<file path="config.mk">
export PLATFORM = sky130hd
export DESIGN_NAME = txbuf_host_port
export DESIGN_NICKNAME = d
export VERILOG_FILES = /design/src/rtl/txbuf_port_pkg.sv /design/src/rtl/txbuf_port_ctrl.sv /design/src/rtl/txbuf_port_datapath.sv /design/src/rtl/txbuf_host_port.sv
export SDC_FILE = /design/constraint.sdc
export NUM_CORES = 1
export LEC_CHECK = 0
export BUFFER_PORTS_ARGS = -buffer_cell sky130_fd_sc_hd__buf_2
export CORE_ASPECT_RATIO = 1.75
export CORE_MARGIN = 4
export CORE_UTILIZATION = 54
export CTS_BUF_LIST = sky130_fd_sc_hd__clkbuf_2
export CTS_CLUSTER_SIZE = 10
export DETAILED_ROUTE_END_ITERATION = 10
export PLACE_DENSITY = 0.94
export SYNTH_ARGS = -nofsm -noshare
export SYNTH_HDL_FRONTEND = slang
export SYNTH_HIERARCHICAL = 1
export SYNTH_SLANG_ARGS = --single-unit
</file>
<file path="constraint.sdc">
create_clock -name clk -period 2.6 [get_ports clk]
set_input_delay 0.26 -clock clk [delete_from_list [all_inputs] [get_ports clk]]
set_output_delay 0.26 -clock clk [all_outputs]
set_load 0.03 [all_outputs]
</file>
<file path="src/rtl/txbuf_port_pkg.sv">
package txbuf_port_pkg;
  localparam logic [7:0] ADDR_PAGE  = 8'h30;
  localparam logic [7:0] ADDR_DATA  = 8'h34;
  localparam logic [7:0] ADDR_PROTO = 8'h3A;
  localparam logic [7:0] ADDR_RDATA = 8'h3C;

  localparam int BIT_WRBUSY  = 0;
  localparam int BIT_RDPEND  = 1;
  localparam int BIT_RXBAR   = 2;
  localparam int BIT_OVERRUN = 3;

  typedef struct packed {
    logic acceptWr;
    logic loadPage;
    logic startRd;
    logic captureRd;
  } portStrobes_t;
endpackage

</file>
<file path="src/rtl/txbuf_port_ctrl.sv">
module txbuf_port_ctrl
  import txbuf_port_pkg::*;
#(
  parameter int COMMIT_CYCLES = 2
) (
  input  logic         clk,
  input  logic         rstN,
  input  logic         hostWrEn,
  input  logic [7:0]   hostAddr,
  input  logic [3:0]   cmdBits,
  input  logic         rdValid,
  output portStrobes_t strobes,
  output logic         wrBusy,
  output logic         rdPending,
  output logic         overrun
);
  localparam int BUSY_W = $clog2(COMMIT_CYCLES + 1);
  localparam logic [BUSY_W-1:0] COMMIT_LOAD = BUSY_W'(COMMIT_CYCLES);

  logic [BUSY_W-1:0] busyCnt;
  logic dataHit, protoHit;

  assign dataHit  = hostWrEn && (hostAddr == ADDR_DATA);
  assign protoHit = hostWrEn && (hostAddr == ADDR_PROTO);
  assign wrBusy   = (busyCnt != '0);

  always_comb begin
    strobes.acceptWr  = dataHit && !wrBusy;
    strobes.loadPage  = hostWrEn && (hostAddr == ADDR_PAGE);
    strobes.startRd   = protoHit && cmdBits[BIT_RDPEND] && !rdPending;
    strobes.captureRd = rdValid && rdPending;
  end

  always_ff @(posedge clk) begin
    if (!rstN) begin
      busyCnt   <= '0;
      overrun   <= 1'b0;
      rdPending <= 1'b0;
    end else begin
      if (strobes.acceptWr)   busyCnt <= COMMIT_LOAD;
      else if (wrBusy)        busyCnt <= busyCnt - 1'b1;

      if (dataHit && wrBusy)  overrun <= 1'b1;
      else if (protoHit && cmdBits[BIT_OVERRUN]) overrun <= 1'b0;

      if (strobes.startRd)    rdPending <= 1'b1;
      else if (strobes.captureRd) rdPending <= 1'b0;
    end
  end
endmodule

</file>
<file path="src/rtl/txbuf_port_datapath.sv">
module txbuf_port_datapath
  import txbuf_port_pkg::*;
#(
  parameter int PAGE_W = 4,
  parameter int OFF_W  = 8
) (
  input  logic                     clk,
  input  logic                     rstN,
  input  portStrobes_t             strobes,
  input  logic                     halfWidth,
  input  logic [31:0]              hostWrData,
  input  logic [31:0]              rdData,
  output logic                     bufWrEn,
  output logic [PAGE_W+OFF_W-1:0]  bufWrAddr,
  output logic [31:0]              bufWrData,
  output logic [3:0]               bufWrBe,
  output logic                     rdReq,
  output logic [PAGE_W+OFF_W-1:0]  rdAddr,
  output logic [31:0]              rdWord,
  output logic [PAGE_W-1:0]        pagePtr
);
  localparam int LANES = 4;
  localparam int ADDR_W = PAGE_W + OFF_W;
  localparam logic [OFF_W-1:0] STEP_FULL = OFF_W'(4);
  localparam logic [OFF_W-1:0] STEP_HALF = OFF_W'(2);

  logic [OFF_W-1:0]  byteCnt;
  logic [31:0]       laneData;
  logic [LANES-1:0]  laneKeep;
  logic [OFF_W-1:0]  step;
  logic [ADDR_W-1:0] curAddr;

  for (genvar lane = 0; lane < LANES; lane++) begin : g_lane
    assign laneKeep[lane] = !halfWidth || (lane < 2);
    assign laneData[lane*8 +: 8] = laneKeep[lane] ? hostWrData[lane*8 +: 8] : 8'h00;
  end

  assign step    = halfWidth ? STEP_HALF : STEP_FULL;
  assign curAddr = {pagePtr, byteCnt};

  always_ff @(posedge clk) begin
    if (!rstN) begin
      byteCnt   <= '0;
      pagePtr   <= '0;
      bufWrEn   <= 1'b0;
      bufWrAddr <= '0;
      bufWrData <= '0;
      bufWrBe   <= '0;
      rdReq     <= 1'b0;
      rdAddr    <= '0;
      rdWord    <= '0;
    end else begin
      bufWrEn <= strobes.acceptWr;
      rdReq   <= strobes.startRd;
      if (strobes.acceptWr) begin
        bufWrAddr <= curAddr;
        bufWrData <= laneData;
        bufWrBe   <= laneKeep;
        byteCnt   <= byteCnt + step;
      end
      if (strobes.loadPage) begin
        pagePtr <= hostWrData[PAGE_W-1:0];
        byteCnt <= '0;
      end
      if (strobes.startRd)   rdAddr <= curAddr;
      if (strobes.captureRd) rdWord <= rdData;
    end
  end
endmodule

</file>
<file path="src/rtl/txbuf_host_port.sv">
module txbuf_host_port
  import txbuf_port_pkg::*;
#(
  parameter int PAGE_W        = 4,
  parameter int OFF_W         = 8,
  parameter int COMMIT_CYCLES = 2
) (
  input  logic                     clk,
  input  logic                     rstN,
  input  logic                     hostWrEn,
  input  logic [7:0]               hostAddr,
  input  logic [31:0]              hostWrData,
  output logic [31:0]              hostRdData,
  input  logic                     halfWidth,
  input  logic                     rxReqBar,
  output logic                     bufWrEn,
  output logic [PAGE_W+OFF_W-1:0]  bufWrAddr,
  output logic [31:0]              bufWrData,
  output logic [3:0]               bufWrBe,
  output logic                     rdReq,
  output logic [PAGE_W+OFF_W-1:0]  rdAddr,
  input  logic                     rdValid,
  input  logic [31:0]              rdData
);
  portStrobes_t      strobes;
  logic              wrBusy, rdPending, overrun;
  logic [31:0]       rdWord;
  logic [PAGE_W-1:0] pagePtr;
  logic [31:0]       statusWord;

  txbuf_port_ctrl #(.COMMIT_CYCLES(COMMIT_CYCLES)) u_ctrl (
    .clk(clk), .rstN(rstN), .hostWrEn(hostWrEn), .hostAddr(hostAddr),
    .cmdBits(hostWrData[3:0]), .rdValid(rdValid), .strobes(strobes),
    .wrBusy(wrBusy), .rdPending(rdPending), .overrun(overrun)
  );

  txbuf_port_datapath #(.PAGE_W(PAGE_W), .OFF_W(OFF_W)) u_dp (
    .clk(clk), .rstN(rstN), .strobes(strobes), .halfWidth(halfWidth),
    .hostWrData(hostWrData), .rdData(rdData), .bufWrEn(bufWrEn),
    .bufWrAddr(bufWrAddr), .bufWrData(bufWrData), .bufWrBe(bufWrBe),
    .rdReq(rdReq), .rdAddr(rdAddr), .rdWord(rdWord), .pagePtr(pagePtr)
  );

  always_comb begin
    statusWord = '0;
    statusWord[BIT_WRBUSY]  = wrBusy;
    statusWord[BIT_RDPEND]  = rdPending;
    statusWord[BIT_RXBAR]   = rxReqBar;
    statusWord[BIT_OVERRUN] = overrun;
  end

  always_comb begin
    case (hostAddr)
      ADDR_PROTO: hostRdData = statusWord;
      ADDR_PAGE:  hostRdData = 32'(pagePtr);
      ADDR_RDATA: hostRdData = rdWord;
      default:    hostRdData = '0;
    endcase
  end
endmodule

</file>
==> results of run 1 <==
-- sequential cells by signal, summed over array words and instances, names as in the netlist --
register	cells
u_dp/bufWrData	32
u_dp/pagePtr	4
u_ctrl/rdPending	1
u_dp/rdWord	32
u_ctrl/overrun	1
u_ctrl/busyCnt	2
u_dp/rdReq	1
u_dp/bufWrAddr	11
u_dp/bufWrBe	2
u_dp/byteCnt	7
u_dp/bufWrEn	1
u_dp/rdAddr	11
-- worst max-delay path, cell delays in order, from the launching register on --
cell     delay, ns
dfxtp_1       0.37
or2_1         0.32
a22o_1        0.23
a22o_1        0.19
buf_2         0.18
-- how the worst min path moves through the flow --
stage / start / endpoint / slack (ns) / depth (start not counted)
after global routing: hostAddr[2] / u_ctrl/busyCnt[1] / 0.12 / 3
after CTS: hostAddr[2] / u_ctrl/busyCnt[1] / 0.1 / 3
after global placement: u_ctrl/busyCnt[0] / u_ctrl/busyCnt[0] / 0.41 / 1
after detailed placement: u_ctrl/busyCnt[0] / u_ctrl/busyCnt[0] / 0.42 / 1
after floorplan: rstN / u_ctrl/rdPending / 0.38 / 1
final: hostAddr[2] / u_ctrl/busyCnt[1] / 0.14 / 3
-- report_power, final --
group / total, mW / switching [mW] / leakage (nW) / internal (mW)
clock network: 0.653 / 0.526 / 0.0610 / 0.127
registers: 1.62 / 0.000595 / 0.845 / 1.62
logic: 0.221 / 0.0838 / 1.67 / 0.138
total: 2.49 / 0.611 / 2.58 / 1.88
-- cell usage in the layout (no fill, tap or decap), types with 2 or more instances in the layout --
master	netlist	routed
xor2_1	2	2
nor2b_1	108	108
ha_1	2	2
nor2_1	7	6
inv_1	3	3
a22o_1	8	8
or3_1	3	3
o21ai_0	3	3
clkbuf_2	0	9
buf_4	5	7
and2_1	31	30
nand4b_1	2	2
mux2i_1	75	75
o21a_1	2	2
nand3_1	3	3
nand4_1	2	2
buf_2	10	169
nand2b_1	3	3
nand2_1	7	7
dfxtp_1	105	105
dlygate4sd3_1	0	66
a21oi_1	20	20
nor4_4	1	2
clkinv_2	0	3
conb_1	1	2
-- final cells by class --
type	count	area, um2
Inverter	3	11.3
Timing Repair Buffer	243	1580
Fill cell	476	1900
Clock inverter	7	46.3
Clock buffer	9	45.0
Multi-Input combinational cell	297	2210
Sequential cell	105	2100
Tap cell	90	113
Antenna cell	1	2.50
-- stage by stage --
step                power, mW  std cells   util  hold WS (ns)
global route             2.59        754  0.762         0.123
detailed placement       1.78        672  0.668         0.418
finish                   2.49        755  0.762         0.142
CTS                      2.50        754  0.762        0.0969
floorplan                1.70        435      -         0.378
global placement         1.78        672  0.668         0.413
-- cell families (layout without fill, tap and decap cells) --
| group | count (synthesis) | in the layout | synth area share |
|---|---|---|---|
| buf+inv | 33 | 262 | 0.0397 |
| other cells | 1 | 3 | 0.000839 |
| fa+ha+maj | 3 | 3 | 0.0101 |
| flops | 105 | 105 | 0.470 |
| xor+xnor | 2 | 2 | 0.00392 |
| simple gates | 177 | 177 | 0.253 |
| compound gates | 38 | 38 | 0.0546 |
| mux | 75 | 75 | 0.168 |
-- per-layer routing --
| layer | vias up | GRT usage | part of all wire |
|---|---|---|---|
| li1 | 1888 | - | - |
| met1 | 1813 | 0.263 | 0.36 |
| met2 | 170 | 0.460 | 0.54 |
| met3 | 42 | 0.0574 | 0.054 |
| met4 | 0 | 0.134 | 0.038 |
| met5 | - | 0 | 0 |
==> impl_metrics.toml, run 1 <==
[run_status]
status = "complete, no violations"

[setup_path]
startpoint = "u_ctrl/busyCnt[0]"
cp.arrival_ns = 1.84
crit-reg2reg-launch = "u_ctrl/busyCnt[0]"
cp_max_fo = 4
worstRegToRegCells = 5
worst_ep_required_time_ns = 2.34
crit_path_start_kind = "flop"
crit_end = "hostRdData[0]"
r2r_end = "u_dp/bufWrData[13]"
cp-end-kind = "primary output"
r2r_setup_slack_ns = 0.66
critPathKind = "reg2out"

[routing]
drt_iter0_drc = 130
num_vias = 3913
drc = 0
wire_per_inst_um = 16.6
antenna_left = 0
vias_per_cell = 5.18
firstDrtPassIters = 4
wl_mm = 12.5

[floorplan]
core_area_um2 = 8020
pin_count = 172
initial_core_util = 0.558
fp-row-count = 43
die_w_um = 76.8
fp.dieH_um = 128
die-area_um2 = 9860

[cells_and_area]
area_growth_pct = 36.7
design_area_um2 = 6110
nNetsFinal = 740
drive_gt1_frac = 0.304

[global_route]
antenna_found_initial = 0
grt_first_pass_wirelength_mm = 19.7
grt_max_degree = 57
grt_pass1_vias = 4107
grtUsageTotal = 0.251
grt-ovfl-total = 0

[sta]
clock_skew_ns = 0.0238
setup_tns_ns = 0
hold_viol_final = 0
fin_crit_ns = 2.10
rsz0062_at_grt = "no"
max_freq_mhz = 475
setup-violations-final = 0
slew_violations = 0
fin_crit_sh = 0.810
worstMarginPinSlew_ns = 0.628
relSlewSlack = 0.578
worst_slack_ns = 0.495

[clock_tree]
clk_latency_ns = 0.58
ctsResizeCount = 0
cts_sinks = 105
htree_levels = 3
cts_setup_buffers = 0
clock_path_buffers = 2
clk_pin_slew_ns = 0.24
hold_buffers = 66
tritoncts = "yes"
cts_root_buf = "clkbuf_2"
cts_buffers = 9

[min_path]
hp-class = "in2reg"

[synth]
synth_top_flop_cell = "dfxtp_1"
yosysMostFrequentCell = "nor2b_1"
async_flop_share = 0
yosys_register_bits = 105
ys_top_cells_by_area = "dfxtp_1 (47%), mux2i_1 (17%), nor2b_1 (15%)"
synth_top_area_cell = "dfxtp_1"
synth_common_cells = "nor2b_1 (108), dfxtp_1 (105), mux2i_1 (75)"
ys_types = 40
synth_edf_count = 0
avgSynthCellArea_um2 = 10.3
yosys_warnings = 6
syn_area_um2 = 4470
ys_seq_area_frac = 0.470
syn_inst = 434
synth.top_cell.area_share = 0.470

[power]
ir_drop_mv = 0.466
power.leakage_nw = 2.58
p_per_area_nw_per_um2 = 408

[placement]
pre_cts_slack_ns = 0.439
io_buffers = 169
gp_congestion = 0.824
postPlaceCellArea_um2 = 5360
dpl.hpwl_mm = 7.66

[flow_run]
cap_violations = 0
Power figures use the tool's default switching activity.
==> inputs of run 2 (changes only) <==
- CORE_UTILIZATION: 54 -> 46
- PLACE_DENSITY: 0.94 -> 0.86
- clock period: 2.6 -> 1.8 ns (I/O delays scaled with it)
==> run 2 against run 1 <==
  * The run now ends with negative setup slack left
  * Worst hold slack got worse by 0.060 ns
  * Clock power rose by 59%
  * Cell area rose by 9.9%
  * Non-clock buffer count rose by 19
  * Clock skew rose by 0.0088 ns
  * Combinational power rose by 54%
  * Cell count rose by 6.8%
==> impl_metrics.toml, run 2 (synthesized netlist as in run 1, its figures left out) <==
[global_route]
grt-ovfl-total = 0
busiest_layer = "met2"
use_met1 = 0.216
antenna_found_initial = 1
grtUsageTotal = 0.215
grt_first_pass_wirelength_mm = 19.3
grt_pass1_vias = 4186
met3_usage = 0.0612
gr-usage-met2 = 0.385
grt_max_degree = 54

[routing]
vias_per_cell = 5.04
drt_iter0_drc = 116
wire_per_inst_um = 17.2
wl_mm = 13.9
firstDrtPassIters = 5
drc = 0
num_vias = 4065
antenna_left = 0

[sta]
fin_crit_ns = 1.96
clock_skew_ns = 0.0326
rsz0062_at_grt = "yes"
max_freq_mhz = 511
fin_crit_sh = 1.09
slew_violations = 0
setup-violations-final = 32
worst_slack_ns = -0.157
hold_viol_final = 0
setup_tns_ns = -1.93

[clock_tree]
cts_buffers = 9
cts_sinks = 105
cts_root_buf = "clkbuf_2"
htree_levels = 3
clk_latency_ns = 0.58
clock_path_buffers = 2
tritoncts = "yes"
clk_pin_slew_ns = 0.29

[placement]
io_buffers = 169
pre_cts_slack_ns = -0.0404
gp_congestion = 0.834
dp.cells = 711
dpl.hpwl_mm = 7.87

[min_path]
hold_end = "u_ctrl/busyCnt[1]"
min_path_cells = 5
hp-class = "in2reg"
min_from = "hostAddr[3]"

[setup_path]
cp.arrival_ns = 1.78
worstRegToRegCells = 8
critPathKind = "reg2out"
r2r_setup_slack_ns = 0.07
cp_max_fo = 2
crit_path_start_kind = "flop"
r2r_end = "u_dp/bufWrData[18]"
crit-reg2reg-launch = "u_ctrl/busyCnt[1]"
cp-end-kind = "primary output"
worst_ep_required_time_ns = 1.62

[cells_and_area]
finalCoreUtilization = 0.710
area_growth_pct = 50.3
final_cell_count_no_fill = 806
drive_gt1_frac = 0.367
mostFrequentLayoutCell = "buf_2"
nNetsFinal = 759
reg.largest.list = "u_dp/bufWrData x32, u_dp/rdWord x32"
final_cell_mix = "buf_2 (135), nor2b_1 (108), dfxtp_1 (101)"

[run_status]
violations = "negative setup slack"
status = "finished with violations"

[floorplan]
die-area_um2 = 11400
die_w_um = 82.5
initial_core_util = 0.472
fp-row-count = 47
pin_count = 172
core_area_um2 = 9470
fp.dieH_um = 138

[power]
p_per_area_nw_per_um2 = 553
power.leakage_nw = 2.77
total_power_mw = 3.71
ir_drop_mv = 0.503

[flow_run]
cap_violations = 0
-- run 2: changes by cell type in the layout (fill, tap and decap cells not counted), moves of 4 or more --
cell     before  now
buf_12        1    6
dfxtp_1     105  101
buf_2       169  135
dfxtp_2       0    4
and2_4        0   28
buf_6         0   34
and2_1       30    2
buf_4         7   13
-- run 2: area by class of cell --
| class | instances | area (um2) |
|---|---|---|
| antenna | 1 | 2.50 |
| clock buffer | 9 | 45.0 |
| inverter | 3 | 11.3 |
| multi-input combinational | 297 | 2290 |
| fill | 639 | 2750 |
| timing repair buffer | 262 | 2050 |
| sequential | 105 | 2110 |
| tap | 122 | 153 |
| clock inverter | 7 | 61.3 |
-- run 2: how the worst max path moves through the flow --
stage	from	end	slack, ns	cells past startpoint
final	u_ctrl/busyCnt[1]	hostRdData[0]	-0.16	4
after global routing	u_ctrl/busyCnt[1]	hostRdData[0]	-0.27	4
after CTS	u_ctrl/busyCnt[1]	hostRdData[0]	-0.17	4
after detailed placement	hostAddr[1]	u_dp/bufWrData[18]	-0.04	9
after global placement	hostAddr[1]	hostRdData[25]	0.03	6
after floorplan	hostAddr[1]	hostRdData[11]	0.14	4
-- run 2: power breakdown --
part / leakage, nW / total (mW) / internal, mW / switching, mW
registers: 0.847 / 2.34 / 2.34 / 0.000819
logic: 1.86 / 0.341 / 0.210 / 0.131
clock network: 0.0684 / 1.04 / 0.217 / 0.819
total: 2.77 / 3.71 / 2.76 / 0.951
-- run 2: layer usage --
| metal | vias to the layer above | part of all wire |
|---|---|---|
| met3 | 60 | 0.062 |
| met4 | 0 | 0.048 |
| li1 | 1931 | - |
| met2 | 176 | 0.55 |
| met1 | 1898 | 0.34 |
| met5 | - | 0 |
-- run 2: repair_timing --
item | in CTS | in global routing
pin swaps | 2 | 31
setup buffers | 3 | 3
cloned | 0 | 3
endpoints found under the setup margin | 4 | 34
gates resized for setup | 10 | 121
hold buffers | 69 | 0
hold endpoints to repair | 77 | 0
-- run 2: per-stage QoR --
stage	instance area, um2	hold WS, ns
after floorplan	4480	0.298
after global placement	5500	0.413
after detailed placement	5500	0.418
after CTS	6340	0.0280
after global routing	6720	0.00843
final	6720	0.0812
-- run 2: worst max-delay path, cell delays in order (launching register included) --
cell     delay [ns]
dfxtp_2        0.39
or2_4          0.25
a22o_1         0.21
a22o_1         0.20
buf_6          0.14
==> inputs of run 3 (changes only) <==
- BUFFER_PORTS_ARGS: -buffer_cell sky130_fd_sc_hd__buf_2 -> unset
- CORE_UTILIZATION: 46 -> 55
- DONT_BUFFER_PORTS: unset -> 1
- PLACE_DENSITY: 0.86 -> 0.77
- clock period: 1.8 -> 1.9 ns (I/O delays scaled with it)
==> run 3 against run 2 <==
  * The run now ends clean
  * Non-clock buffer count shrank 145
  * Worst hold slack lost 0.020 ns
  * Critical path depth shrank 1
  * Highest routed layer unchanged
  * Global-route usage grew 1.1 points
  * Cell area shrank 15%
  * Worst setup slack gained 0.21 ns
  * Cell count shrank 22%
  * Die area shrank 15%
  * Sequential power shrank 6%
  * Largest cell class unchanged
  * Wire length shrank 22%
  * Clock power is essentially flat
  * Register-to-register slack gained 0.12 ns
==> impl_metrics.toml, run 3 (synthesized netlist as in run 1, its figures left out) <==
[run_status]
status = "complete, no violations"

[power]
power.leakage_nw = 2.00
ir_drop_mv = 0.579
total_power_mw = 3.46
p_per_area_nw_per_um2 = 608
comb_power_share = 0.065
p_int_mw = 2.67
p_sw_mw = 0.792
p_sw_frac = 0.229
seqPwrFrac = 0.639
power_frac_clock = 0.296

[global_route]
met3_usage = 0.0740
grt_pass1_vias = 3566
grt-ovfl-total = 0
antenna_found_initial = 0
use_met1 = 0.258
gr-usage-met2 = 0.383
busiest_layer = "met2"
grtUsageTotal = 0.226
grt_max_degree = 102
grt_first_pass_wirelength_mm = 18.0

[setup_path]
cp.arrival_ns = 1.65
cp-end-kind = "primary output"
crit-reg2reg-launch = "u_ctrl/busyCnt[0]"
r2r_setup_slack_ns = 0.19
crit_path_start_kind = "flop"
worstRegToRegCells = 8
critPathKind = "reg2out"
cp_max_fo = 4
worst_ep_required_time_ns = 1.71
r2r_end = "u_dp/bufWrData[29]"

[clock_tree]
cts_buffers = 9
clk_pin_slew_ns = 0.24
htree_levels = 3
clock_path_buffers = 2
tritoncts = "yes"
cts_sinks = 105
cts_root_buf = "clkbuf_2"
clk_latency_ns = 0.56

[flow_run]
cap_violations = 0

[routing]
vias_per_cell = 5.40
firstDrtPassIters = 4
drc = 0
antenna_left = 0
wire_per_inst_um = 17.3
num_vias = 3391
wl_mm = 10.9
drt_iter0_drc = 136

[min_path]
min_from = "halfWidth"
hold_end = "u_dp/byteCnt[2]"
hp-class = "in2reg"
min_path_cells = 4

[floorplan]
fp-row-count = 43
core_area_um2 = 7910
die-area_um2 = 9690
pin_count = 172
fp.dieH_um = 127
die_w_um = 76.2
initial_core_util = 0.565

[sta]
relSlewSlack = 0.590
clock_skew_ns = 0.0240
slew_violations = 0
setup-violations-final = 0
max_freq_mhz = 543
rsz0062_at_grt = "yes"
fin_crit_sh = 0.970
worstMarginPinSlew_ns = 0.613
hold_viol_final = 0
fin_crit_ns = 1.84

[cells_and_area]
finalCoreUtilization = 0.721
num_antenna_cells = 0
mostFrequentLayoutCell = "nor2b_1"
design_area_um2 = 5700
reg.largest.list = "u_dp/bufWrData x32, u_dp/rdWord x32"
fill_cells = 524
nNetsFinal = 614
final_cell_mix = "nor2b_1 (108), dfxtp_1 (103), dlygate4sd3_1 (76)"
drive_gt1_frac = 0.132
area_growth_pct = 27.5

[placement]
io_buffers = 0
postPlaceCellArea_um2 = 4750
dpl.hpwl_mm = 6.97
gp_congestion = 0.777
[run 3: cell types whose count changed in the layout (fill, tap and decap cells not counted), moves of 3 or more]
cell,previous run,this run
buf_2,135,0
and2_4,28,0
buf_4,13,37
and2_1,2,30
dlygate4sd3_1,69,76
buf_6,34,0
buf_12,6,3
[run 3: timing repair]
item                       CTS  global route
setup endpoints to repair    1             2
setup buffers                1             3
hold endpoints to repair   105             1
hold buffers                76             1
pin swaps                    3             2
gates resized for setup      5             1
[run 3: critical path, cell delays in order (launching register included)]
cell	delay, ns
dfxtp_2	0.38
or2_4	0.26
a22o_1	0.20
a22o_4	0.27
[run 3: worst max-delay path by stage]
| stage | cells after the start | end | slack (ns) | start |
|---|---|---|---|---|
| 6_report | 3 | hostRdData[0] | 0.06 | u_ctrl/busyCnt[0] |
| 5_1_grt | 3 | hostRdData[0] | -0.04 | u_ctrl/busyCnt[0] |
| 4_1_cts | 3 | hostRdData[0] | 0.004 | u_ctrl/busyCnt[1] |
| 3_5_place_dp | 8 | u_dp/bufWrData[17] | 0.16 | hostAddr[1] |
| 3_3_place_gp | 8 | u_dp/bufWrData[16] | 0.22 | hostAddr[1] |
| 2_1_floorplan | 4 | hostRdData[11] | 0.22 | hostAddr[1] |
[run 3: final cells by class]
type | instances | area, um2 | area share
clock buffer | 10 | 50.0 | 0.00878
multi-input combinational | 297 | 2230 | 0.391
timing repair buffer | 117 | 1130 | 0.198
clock inverter | 6 | 68.8 | 0.0121
tap | 90 | 113 | 0.0198
sequential | 105 | 2100 | 0.369
inverter | 3 | 11.3 | 0.00198
[run 3: power by group through the flow]
stage	registers (mW)	logic, mW	clock network (mW)
after floorplan	2.25	0.0784	0
after global placement	2.25	0.0624	0
after detailed placement	2.25	0.0637	0
after CTS	2.21	0.222	1.06
after global routing	2.22	0.242	1.15
final	2.21	0.226	1.02
[run 3: per-layer routing]
metal	part of all wire	wire length, um	up-vias
met2	0.52	5720	139
met1	0.37	4020	1580
met5	0	0	-
met3	0.071	772	33
met4	0.035	380	0
li1	-	-	1639
[run 3: per-stage QoR]
step,setup slack (ns),hold WS [ns],setup TNS (ns),instances
after floorplan,0.216,0.308,0,435
after global placement,0.223,0.319,0,531
after detailed placement,0.162,0.324,0,531
after CTS,0.00354,0.000542,0,624
after global routing,-0.0384,0.0405,-0.0384,628
final,0.0568,0.0615,0,628
